$ cat src/rtl/regdec_pkg.sv
// Package: shared helpers for the register window decoder.
// Assumes: window sizes are powers of two given as a count of internal bits.
package regdec_pkg;

    // Largest internal-bit count accepted for any table entry.
    localparam int MAX_LOWB = 16;

    // Number of words covered by a window with the given internal bits.
    function automatic longint win_words(input int lowb);
        return longint'(1) << lowb;
    endfunction

    // True when two half-open word ranges share at least one address.
    function automatic bit ranges_overlap(input longint b0, input longint s0,
                                          input longint b1, input longint s1);
        return (b0 < b1 + s1) && (b1 < b0 + s0);
    endfunction

endpackage

$ cat src/rtl/regdec_window.sv
// Module: regdec_window
// Compares one address with one aligned window and reports a hit.
// Assumes: BASE is aligned to 2**LOWB (checked by the top at elaboration).
module regdec_window #(
    parameter int ADDR_W = 8,
    parameter int BASE   = 0,
    parameter int LOWB   = 0
) (
    input  logic [ADDR_W-1:0] addr,
    output logic              hit
);
    localparam logic [ADDR_W-1:0] BASE_V = ADDR_W'(BASE);

    // Purpose: compare only the bits above the peripheral's internal bits.
    always_comb begin
        hit = ((addr >> LOWB) == (BASE_V >> LOWB));
    end
endmodule

$ cat src/rtl/regdec_orsum.sv
// Module: regdec_orsum
// AND-OR combine: starts from zero and ORs in each enabled word.
// Assumes: enables are at most one-hot, though any pattern is legal.
module regdec_orsum #(
    parameter int N = 3,
    parameter int W = 16
) (
    input  logic [N-1:0]   en,
    input  logic [N*W-1:0] words,
    output logic [W-1:0]   sum
);
    // Purpose: gate each word with its enable and OR the results together.
    always_comb begin
        sum = '0;
        for (int i = 0; i < N; i++) begin
            sum = sum | (words[i*W +: W] & {W{en[i]}});
        end
    end
endmodule

$ cat src/rtl/regdec_pipe.sv
// Module: regdec_pipe
// Delay line of DEPTH register stages with synchronous active-low reset.
// Assumes: DEPTH is small; DEPTH==0 gives a plain wire.
module regdec_pipe #(
    parameter int W     = 16,
    parameter int DEPTH = 1
) (
    input  logic         clk,
    input  logic         rst_n,
    input  logic [W-1:0] din,
    output logic [W-1:0] dout
);
    if (DEPTH == 0) begin : g_wire
        assign dout = din;
    end else begin : g_regs
        logic [W-1:0] stage [DEPTH];

        // Purpose: shift data one stage per clock and clear on reset.
        always_ff @(posedge clk) begin
            if (!rst_n) begin
                for (int i = 0; i < DEPTH; i++) stage[i] <= '0;
            end else begin
                stage[0] <= din;
                for (int i = 1; i < DEPTH; i++) stage[i] <= stage[i-1];
            end
        end
        assign dout = stage[DEPTH-1];
    end
endmodule

$ cat src/rtl/regmap_decoder.sv
// Module: regmap_decoder (top)
// Central address decoder and readback combiner driven by a window table.
// Each entry i covers 2**LOWB_TAB[i] words from BASE_TAB[i]. Selects and the
// shared low address are registered once; read data gets RD_PIPE more stages.
// Assumes: peripherals present their readback words continuously; the table
// is legal (checked at elaboration).
module regmap_decoder #(
    parameter int ADDR_W            = 8,
    parameter int DATA_W            = 16,
    parameter int N_REG             = 3,
    parameter int LOC_W             = 1,
    parameter int RD_PIPE           = 1,
    parameter int BASE_TAB [N_REG]  = '{7, 5, 10},
    parameter int LOWB_TAB [N_REG]  = '{0, 0, 1}
) (
    input  logic                    clk,
    input  logic                    rst_n,
    input  logic                    bus_strobe,
    input  logic [ADDR_W-1:0]       bus_addr,
    input  logic [N_REG*DATA_W-1:0] per_rdata,
    output logic [N_REG-1:0]        per_sel,
    output logic [LOC_W-1:0]        per_loc_addr,
    output logic [DATA_W-1:0]       bus_rdata
);
    import regdec_pkg::*;

    localparam longint SPACE = longint'(1) << ADDR_W;

    // Purpose: elaboration-time legality check of the window table.
    function automatic bit table_ok();
        if (RD_PIPE < 0 || RD_PIPE > 2) return 1'b0;
        for (int i = 0; i < N_REG; i++) begin
            if (LOWB_TAB[i] < 0 || LOWB_TAB[i] > MAX_LOWB) return 1'b0;
            if (LOWB_TAB[i] > LOC_W) return 1'b0;
            if ((longint'(BASE_TAB[i]) % win_words(LOWB_TAB[i])) != 0) return 1'b0;
            if (BASE_TAB[i] < 0 ||
                longint'(BASE_TAB[i]) + win_words(LOWB_TAB[i]) > SPACE) return 1'b0;
            for (int j = i + 1; j < N_REG; j++) begin
                if (ranges_overlap(longint'(BASE_TAB[i]), win_words(LOWB_TAB[i]),
                                   longint'(BASE_TAB[j]), win_words(LOWB_TAB[j])))
                    return 1'b0;
            end
        end
        return 1'b1;
    endfunction

    localparam bit TABLE_OK = table_ok();

    if (!TABLE_OK) begin : g_bad_table
        $error("regmap_decoder: window table overlaps, is misaligned or out of range");
    end

    logic [N_REG-1:0]  hit;
    logic [N_REG-1:0]  hit_g;
    logic [DATA_W-1:0] rd_sum;
    logic [DATA_W-1:0] rd_q;

    for (genvar g = 0; g < N_REG; g++) begin : g_win
        regdec_window #(
            .ADDR_W (ADDR_W),
            .BASE   (BASE_TAB[g]),
            .LOWB   (LOWB_TAB[g])
        ) u_win (
            .addr (bus_addr),
            .hit  (hit[g])
        );
    end

    // Purpose: only a strobed access may select a peripheral.
    always_comb begin
        hit_g = hit & {N_REG{bus_strobe}};
    end

    regdec_orsum #(
        .N (N_REG),
        .W (DATA_W)
    ) u_orsum (
        .en    (hit_g),
        .words (per_rdata),
        .sum   (rd_sum)
    );

    // Purpose: register selects, shared low address and first read stage.
    always_ff @(posedge clk) begin
        if (!rst_n) begin
            per_sel      <= '0;
            per_loc_addr <= '0;
            rd_q         <= '0;
        end else begin
            per_sel <= hit_g;
            rd_q    <= rd_sum;
            if (bus_strobe) per_loc_addr <= bus_addr[LOC_W-1:0];
        end
    end

    regdec_pipe #(
        .W     (DATA_W),
        .DEPTH (RD_PIPE)
    ) u_pipe (
        .clk   (clk),
        .rst_n (rst_n),
        .din   (rd_q),
        .dout  (bus_rdata)
    );
endmodule

$ cat config.mk
export PLATFORM = sky130hd
export DESIGN_NAME = regmap_decoder
export DESIGN_NICKNAME = d
export VERILOG_FILES = /design/src/rtl/regdec_pkg.sv /design/src/rtl/regdec_window.sv /design/src/rtl/regdec_orsum.sv /design/src/rtl/regdec_pipe.sv /design/src/rtl/regmap_decoder.sv
export SDC_FILE = /design/constraint.sdc
export NUM_CORES = 1
export LEC_CHECK = 0
export BUFFER_PORTS_ARGS = -buffer_cell sky130_fd_sc_hd__buf_2
export CAP_MARGIN = 25
export CORE_ASPECT_RATIO = 0.6
export CORE_MARGIN = 2
export CORE_UTILIZATION = 39
export CTS_BUF_LIST = sky130_fd_sc_hd__clkbuf_16
export CTS_CLUSTER_SIZE = 8
export DETAILED_ROUTE_END_ITERATION = 7
export HOLD_SLACK_MARGIN = 0.08
export PLACE_DENSITY = 0.75
export REMOVE_ABC_BUFFERS = 1
export SYNTH_ARGS = -nofsm -noshare
export SYNTH_HDL_FRONTEND = slang
export SYNTH_SLANG_ARGS = --single-unit
$ cat constraint.sdc
create_clock -name clk -period 1.1 [get_ports clk]
set_input_delay 0.165 -clock clk [delete_from_list [all_inputs] [get_ports clk]]
set_output_delay 0.165 -clock clk [all_outputs]
set_load 0.1 [all_outputs]
**After elaboration in Yosys (flattened, before gate mapping)**

Memory sizes are Yosys's and may differ from the RTL's.
Cells that the tools add are included.

- Output and inout bits: 20
- Register bits: 20
- Memories kept: 1
- Input bits: 59
- Memory bits (writable): 16
- Word-level logic and storage cells: 18

Memories:

| name | depth | width | rd ports | clocked after memory_dff | write ports | line | source |
|---|---|---|---|---|---|---|---|
| u_pipe.g_regs.stage | 1 | 16 | 1 | 0 | 1 | regdec_pipe.sv:16 | `logic [W-1:0] stage [DEPTH];` |

- Bitwise gates (word level): 6
- Eq/ne operators: 3
- Reduce and logical (&&, ||, !) cells: 1
- Mux-type cells: 4

Operator list:

| kind | number |
|---|---|
| $and A16 B16 Y16 | 3 |
| $or A16 B16 Y16 | 2 |
| $eq A8 B3 Y1 const B | 2 |
| $mux W16 | 1 |
| $reduce_or A16 Y1 | 1 |
| $eq A7 B3 Y1 const B | 1 |
| $and A3 B3 Y3 | 1 |
| $mux W1 | 3 |

**Depth between registers and ports, before layout**

Gate-level depths: netlist of the first run.

- Depth after elaboration: 5
- Gate-level depth with buffers: 6
- Mapped depth without buffers: 3

**By module**

Synthesis of the first run repeated with hierarchy kept, for this count alone.

- Cell total of the unflattened synthesis: 123
- Area total of the unflattened synthesis: 1340.0 µm²

Modules (own cells, without submodules):

| module | sequential area each (µm²) | times used | cells an instance | area an instance (µm²) |
|---|---|---|---|---|
| regmap_decoder | 400.4 | 1 | 46 | 571.8 |
| regdec_pipe | 320.3 | 1 | 33 | 446.7 |
| regdec_orsum | 0.0 | 1 | 35 | 247.7 |
| regdec_window at g_win[1].u_win | 0.0 | 1 | 3 | 28.8 |
| regdec_window at g_win[0].u_win | 0.0 | 1 | 3 | 26.3 |
| regdec_window at g_win[2].u_win | 0.0 | 1 | 3 | 18.8 |

**Worst setup path after synthesis of the first run**

OpenSTA, ideal clock, no wires.

- Path type: reg-to-reg
- Start point: reg, netlist name per_loc_addr
- End point: reg per_loc_addr
- Stages on the path, launching flop included: 3
- Clock period less this slack: 1261 ps
- Buffers on the path: 0
- Data required time: 1033 ps
- Arrival: 1194 ps
- Setup slack: -161 ps
- Setup time: 67 ps
- Path through: dfxtp_1 -> mux2i_1 -> nor2b_1

RTL lines:

| what | line | source |
|---|---|---|
| end signal: assignment | regmap_decoder.sv:92 | `if (bus_strobe) per_loc_addr <= bus_addr[LOC_W-1:0];` |
| end: declaration | regmap_decoder.sv:22 | `output logic [LOC_W-1:0] per_loc_addr,` |

**Final worst setup path of the first run**

- Start point: reg per_loc_addr
- End point: out per_loc_addr

No word-level cell between the ends.

==> results of run 1 <==
-- per-stage QoR --
| step | hold WS, ns | utilization | worst slack (ns) |
|---|---|---|---|
| final | 0.139 | 0.701 | 0.0978 |
| after global routing | 0.152 | 0.701 | 0.0641 |
| after CTS | 0.136 | 0.701 | 0.0847 |
| after detailed placement | 0.421 | 0.652 | -0.0331 |
| after global placement | 0.412 | 0.652 | 0.00893 |
| after floorplan | 0.241 | - | -0.161 |
-- power by group --
part           total, mW  internal (mW)  switching, mW
clock network       1.53           1.05          0.480
registers           1.31           1.31        0.00310
logic              0.300          0.170          0.130
-- worst paths after layout --
| path | endpoint | from | cells after the start |
|---|---|---|---|
| worst max-delay path | per_loc_addr | per_loc_addr | 1 |
| worst min-delay path | rd_q[0] | per_rdata[32] | 3 |
| worst max register to register | per_loc_addr | per_loc_addr | 2 |
| worst min register to register | u_pipe.g_regs.stage[0][11] | rd_q[11] | 1 |
-- cells in the mapped netlist --
library cell               count
sky130_fd_sc_hd__inv_1         1
sky130_fd_sc_hd__buf_2         1
sky130_fd_sc_hd__mux2i_1       1
sky130_fd_sc_hd__nand3b_1      1
sky130_fd_sc_hd__nand3_1       2
sky130_fd_sc_hd__and3b_1       2
sky130_fd_sc_hd__nor2b_1       2
sky130_fd_sc_hd__nor3_1        1
sky130_fd_sc_hd__buf_6         3
sky130_fd_sc_hd__a21oi_1       2
sky130_fd_sc_hd__nor2_1       14
sky130_fd_sc_hd__nor3b_1       2
sky130_fd_sc_hd__and4b_1       4
sky130_fd_sc_hd__a22oi_2       9
sky130_fd_sc_hd__dfxtp_1      36
sky130_fd_sc_hd__clkbuf_1      1
sky130_fd_sc_hd__mux2_2       14
sky130_fd_sc_hd__o211ai_1      2
sky130_fd_sc_hd__a22oi_1       5
sky130_fd_sc_hd__buf_8         1
sky130_fd_sc_hd__and2_1       16
sky130_fd_sc_hd__buf_4         2
-- cell families after synthesis --
family                 count (synthesis)  synth area share
flip-flops                            36             0.515
multiplexers                          15             0.120
buffers and inverters                  9            0.0545
AO/OA/AOI/OAI                         18             0.125
AND/OR/NAND/NOR                       44             0.186
-- layout make-up --
| type | count | area share |
|---|---|---|
| Timing Repair Buffer | 87 | 0.340 |
| Sequential cell | 36 | 0.308 |
| Multi-Input combinational cell | 77 | 0.257 |
| Clock buffer | 5 | 0.0534 |
| Tap cell | 45 | 0.0240 |
| Clock inverter | 3 | 0.0166 |
| Inverter | 1 | 0.00160 |
-- sequential cells by signal (all words and copies together) (netlist names) --
name / flops
per_loc_addr: 1
per_sel: 3
rd_q: 16
u_pipe.g_regs.stage: 16
-- tightest hold or removal path: stages --
cell and delay, ns:
sky130_fd_sc_hd__buf_2 0.08, sky130_fd_sc_hd__a22oi_2 0.06, sky130_fd_sc_hd__nor2_1 0.07
-- metal layers --
| layer | GRT usage | vias to the layer above | wire [µm] |
|---|---|---|---|
| met2 | 0.264 | 56 | 1480 |
| li1 | - | 597 | - |
| met4 | 0.0763 | 0 | 49 |
| met3 | 0.0773 | 7 | 359 |
| met5 | 0 | - | 0 |
| met1 | 0.230 | 551 | 1480 |
-- cells in the final DEF (no fill, tap or decap) --
cell                        Yosys  routed
sky130_fd_sc_hd__mux2_2        14      14
sky130_fd_sc_hd__nor2b_1        2       2
sky130_fd_sc_hd__nor2_1        14      14
sky130_fd_sc_hd__mux2i_1        1       1
sky130_fd_sc_hd__buf_4          2       6
sky130_fd_sc_hd__a21oi_1        2       2
sky130_fd_sc_hd__bufinv_16      0       1
sky130_fd_sc_hd__clkbuf_16      0       5
sky130_fd_sc_hd__clkinv_2       0       1
sky130_fd_sc_hd__nor3_1         1       1
sky130_fd_sc_hd__dfxtp_1       36      36
sky130_fd_sc_hd__buf_12         0      23
sky130_fd_sc_hd__nand3b_1       1       1
sky130_fd_sc_hd__inv_1          1       2
sky130_fd_sc_hd__nand3_1        2       2
sky130_fd_sc_hd__and3b_1        2       2
sky130_fd_sc_hd__o211ai_1       2       2
sky130_fd_sc_hd__and4b_1        4       4
sky130_fd_sc_hd__buf_2          1      58
sky130_fd_sc_hd__and2_1        16      16
sky130_fd_sc_hd__nor3b_1        2       2
sky130_fd_sc_hd__a22oi_1        5       5
sky130_fd_sc_hd__a22oi_2        9       9
==> summary.json, run 1 <==
{
  "synth_cell_type_count": 22,
  "die_h_um": 50.4,
  "final-instance-count-excl-fill": 254,
  "worst_path_buf_inv": 1,
  "ys_seq_elements": 36,
  "total_grt_overflow": 0,
  "cts-buffers-inserted": 5,
  "post_drt_via_cell_ratio": 4.77,
  "crit_path_end_kind": "primary output",
  "worst_path_largest_cell_delay_ns": 0.37,
  "clkLatencyLatePin_ns": 0.27,
  "critical_path_required_ns": 0.94,
  "area_growth_syn_to_layout_pct": 67.4,
  "detail-route-antenna-nets": 0,
  "initial_core_util": 0.419,
  "report.final.slew_viol_count": 0,
  "cts.path.max_buffers": 2,
  "drt-pass1-iter-count": 4,
  "syn_area_um2": 1400,
  "cts_tree": "yes",
  "register_area_um2": 721,
  "placeableCoreArea_um2": 3340,
  "cts_num_sinks": 36,
  "dpl.hpwl_um": 2590,
  "static-leakage-power_nw": 1.00,
  "final_cycle_utilization_of_the_critical_path": 0.911,
  "setup_viol": 0,
  "timing.clock.skew_ns": 0.00134,
  "unrepaired_setup_endpoints_after_global_routing": "false",
  "critPathSlowestCell": "sky130_fd_sc_hd__dfxtp_1",
  "design.portCount": 79,
  "detail_route.iter0.violations": 49,
  "post_cts_hold_buffer_count": 0,
  "ctsHtreeMaxLevel": 2,
  "peak_supply_drop_v": 0.000760,
  "synth_top_area_cell": "sky130_fd_sc_hd__dfxtp_1",
  "synth_top_area_frac": 0.515,
  "netlist_instances": 122,
  "grt_pass1_wl_um": 5330,
  "nFillCells": 253,
  "drt_wl_total_um": 3370,
  "max_freq_mhz": 998,
  "worstPathCellList": "buf_12",
  "run_status": "completed",
  "port_buffers": 78,
  "share_of_layout_cells_above_drive_strength_1": 0.560,
  "synth_top_cells_by_area": "sky130_fd_sc_hd__dfxtp_1 (51%), sky130_fd_sc_hd__mux2_2 (11%), sky130_fd_sc_hd__a22oi_2 (8.0%)",
  "dieWidth_um": 81.4,
  "timing.final.hold_violations": 0,
  "ys_seq_area_frac": 0.515,
  "timing.hold.worst.class": "input port to flip-flop",
  "timing.critical_path.max_delay_family": "flip-flops",
  "vias": 1211,
  "first_global_vias": 1169,
  "clk_tree_root_cell": "sky130_fd_sc_hd__clkbuf_16",
  "crit_path_start_kind": "flip-flop",
  "tns_ns": 0,
  "place.gp.congestion": 0.733,
  "dp.cells": 246,
  "final_period_minus_worst_setup_slack_ns": 1.00,
  "design.final.nets": 267,
  "post-route-cell-area_um2": 2340,
  "fp-row-count": 16,
  "power_density_nw_per_um2": 1340,
  "ys_warn_count": 0,
  "worst_margin_slew_ns": 0.208,
  "crit_type": "flip-flop to primary output",
  "wire_per_inst_um": 13.3,
  "fp.dieArea_um2": 4100,
  "cts.repair_timing.setup_buffer_count": 0,
  "worst-path-max-fanout": 2,
  "diodes": 0,
  "grt_max_degree": 18,
  "synth_area_per_cell_um2": 11.5,
  "antenna_found_initial": 0,
  "placed_area_um2": 2180,
  "post_cts_resize_count": 0,
  "multiInputGateArea_um2": 603,
  "clock_transition_time_at_the_flip_flop_clock_pins_of_the_worst_setup_and_hold_paths_ns": 0.05,
  "maxSlewHeadroom": 0.860,
  "drc_errors": 0,
  "max-cap-violations": 0,
  "global_route.usage.total": 0.180,
  "worst_ep_arrival_time_ns": 0.84,
  "regToRegSetupSlack_ns": 0.48,
  "p_total_mw": 3.15
}
Note: power is estimated with default switching activity, not from simulation.
==> inputs of run 2 (changes only) <==
==> constraint.sdc (replaced) <==
create_clock -name clk -period 1.1 [get_ports clk]
set_input_delay 0.165 -clock clk [delete_from_list [all_inputs] [get_ports clk]]
set_output_delay 0.165 -clock clk [all_outputs]
set_load 0.02 [all_outputs]
==> summary.json, run 2 (synthesized netlist as in run 1, its figures left out) <==
{
  "dp.cells": 245,
  "worst_margin_slew_ns": 0.167,
  "maxSlewHeadroom": 0.888,
  "total_grt_overflow": 0,
  "die_h_um": 50.4,
  "wire_per_inst_um": 12.6,
  "worst-path-max-fanout": 2,
  "timing.hold.worst.class": "input port to flip-flop",
  "drt_wl_total_um": 3170,
  "layout_commonest_cell": "sky130_fd_sc_hd__buf_2",
  "worst_path_largest_cell_delay_ns": 0.32,
  "placed_area_um2": 1880,
  "area_growth_syn_to_layout_pct": 44.1,
  "detail_route.iter0.violations": 21,
  "vias": 1184,
  "timing.clock.skew_ns": 0.00194,
  "fp.dieArea_um2": 4100,
  "placeableCoreArea_um2": 3340,
  "top_regs": "rd_q (16), u_pipe.g_regs.stage (16), per_sel (3)",
  "max_freq_mhz": 1080,
  "cts-buffers-inserted": 5,
  "cts_num_sinks": 36,
  "peak_supply_drop_v": 0.000878,
  "diodes": 0,
  "first_global_vias": 1012,
  "final_cycle_utilization_of_the_critical_path": 0.843,
  "post_drt_via_cell_ratio": 4.70,
  "tns_ns": 0,
  "antenna_found_initial": 0,
  "share_of_layout_cells_above_drive_strength_1": 0.556,
  "global_route.usage.total": 0.163,
  "post_cts_resize_count": 0,
  "hold_path_depth": 3,
  "drt-pass1-iter-count": 3,
  "detail-route-antenna-nets": 0,
  "setup_viol": 0,
  "initial_core_util": 0.419,
  "unrepaired_setup_endpoints_after_global_routing": "false",
  "place.gp.congestion": 0.727,
  "layout.cells.most_common_list": "sky130_fd_sc_hd__buf_2 (78), sky130_fd_sc_hd__dfxtp_1 (36), sky130_fd_sc_hd__and2_1 (16)",
  "crit_path_end_kind": "primary output",
  "critical_path_required_ns": 0.94,
  "fp-row-count": 16,
  "critPathSlowestCell": "sky130_fd_sc_hd__dfxtp_1",
  "max-cap-violations": 0,
  "critical_path_depth": 1,
  "cts.repair_timing.setup_buffer_count": 0,
  "port_buffers": 78,
  "crit_type": "flip-flop to primary output",
  "grt_max_degree": 20,
  "report.final.slew_viol_count": 0,
  "run_status": "completed",
  "drc_errors": 0,
  "final_period_minus_worst_setup_slack_ns": 0.927,
  "nFillCells": 291,
  "clock_transition_time_at_the_flip_flop_clock_pins_of_the_worst_setup_and_hold_paths_ns": 0.05,
  "ctsHtreeMaxLevel": 2,
  "post-route-cell-area_um2": 2020,
  "worst_path_buf_inv": 1,
  "timing.critical_path.max_delay_family": "flip-flops",
  "grt_pass1_wl_um": 4780,
  "design.portCount": 79,
  "worstPathCellList": "buf_2",
  "timing.final.hold_violations": 0,
  "cts_tree": "yes",
  "dpl.hpwl_um": 2360,
  "worst_reg2reg_path_depth": 2,
  "dieWidth_um": 81.4,
  "worst_ep_arrival_time_ns": 0.76,
  "power_density_nw_per_um2": 1420,
  "clk_tree_root_cell": "sky130_fd_sc_hd__clkbuf_16",
  "clkLatencyLatePin_ns": 0.27,
  "design.final.nets": 266,
  "post_cts_hold_buffer_count": 0,
  "crit_path_start_kind": "flip-flop",
  "final-instance-count-excl-fill": 252,
  "static-leakage-power_nw": 0.940,
  "fin_util": 0.604,
  "cts.path.max_buffers": 2
}
-- run 2: cell count changes in the layout (fill, tap and decap cells not counted) --
cell / previous run / this run
sky130_fd_sc_hd__buf_12: 23 / 4
sky130_fd_sc_hd__buf_2: 58 / 78
sky130_fd_sc_hd__bufinv_16: 1 / 0
sky130_fd_sc_hd__buf_4: 6 / 4
-- run 2: per-layer routing --
metal  vias up  GRT usage  share of wire
met5         -          0              0
met4         0     0.0678          0.011
met3         5     0.0791           0.12
met2        56      0.231           0.40
met1       529      0.210           0.47
li1        594          -              -
-- run 2: path summary, 6_finish.rpt --
check	from	to	slack (ns)
worst max-delay path	per_loc_addr	per_loc_addr	0.17
worst min-delay path	per_rdata[38]	rd_q[6]	0.14
worst max register to register	per_loc_addr	per_loc_addr	0.52
worst min register to register	rd_q[7]	u_pipe.g_regs.stage[0][7]	0.43
-- run 2: metrics by stage --
step                hold WS (ns)  setup slack [ns]  power [mW]
detailed placement         0.417           -0.0260        1.61
CTS                        0.132             0.161        2.91
floorplan                  0.241           -0.0344        1.43
finish                     0.138             0.173        2.87
global placement           0.414           0.00254        1.61
global route               0.143             0.131        3.01
-- run 2: where the power goes --
| group | internal [mW] | switching (mW) | total [mW] |
|---|---|---|---|
| Clock | 0.811 | 0.477 | 1.29 |
| Combinational | 0.162 | 0.109 | 0.270 |
| Sequential | 1.31 | 0.00137 | 1.31 |
| Total | 2.28 | 0.587 | 2.87 |
-- run 2: cell type report --
cell class	count	area (µm²)	share of cell area
inverter	1	3.75	0.00186
clock inverter	2	8.76	0.00434
multi-input combinational	77	603	0.299
timing repair buffer	86	500	0.248
clock buffer	5	125	0.0620
tap	45	56.3	0.0279
sequential	36	721	0.357
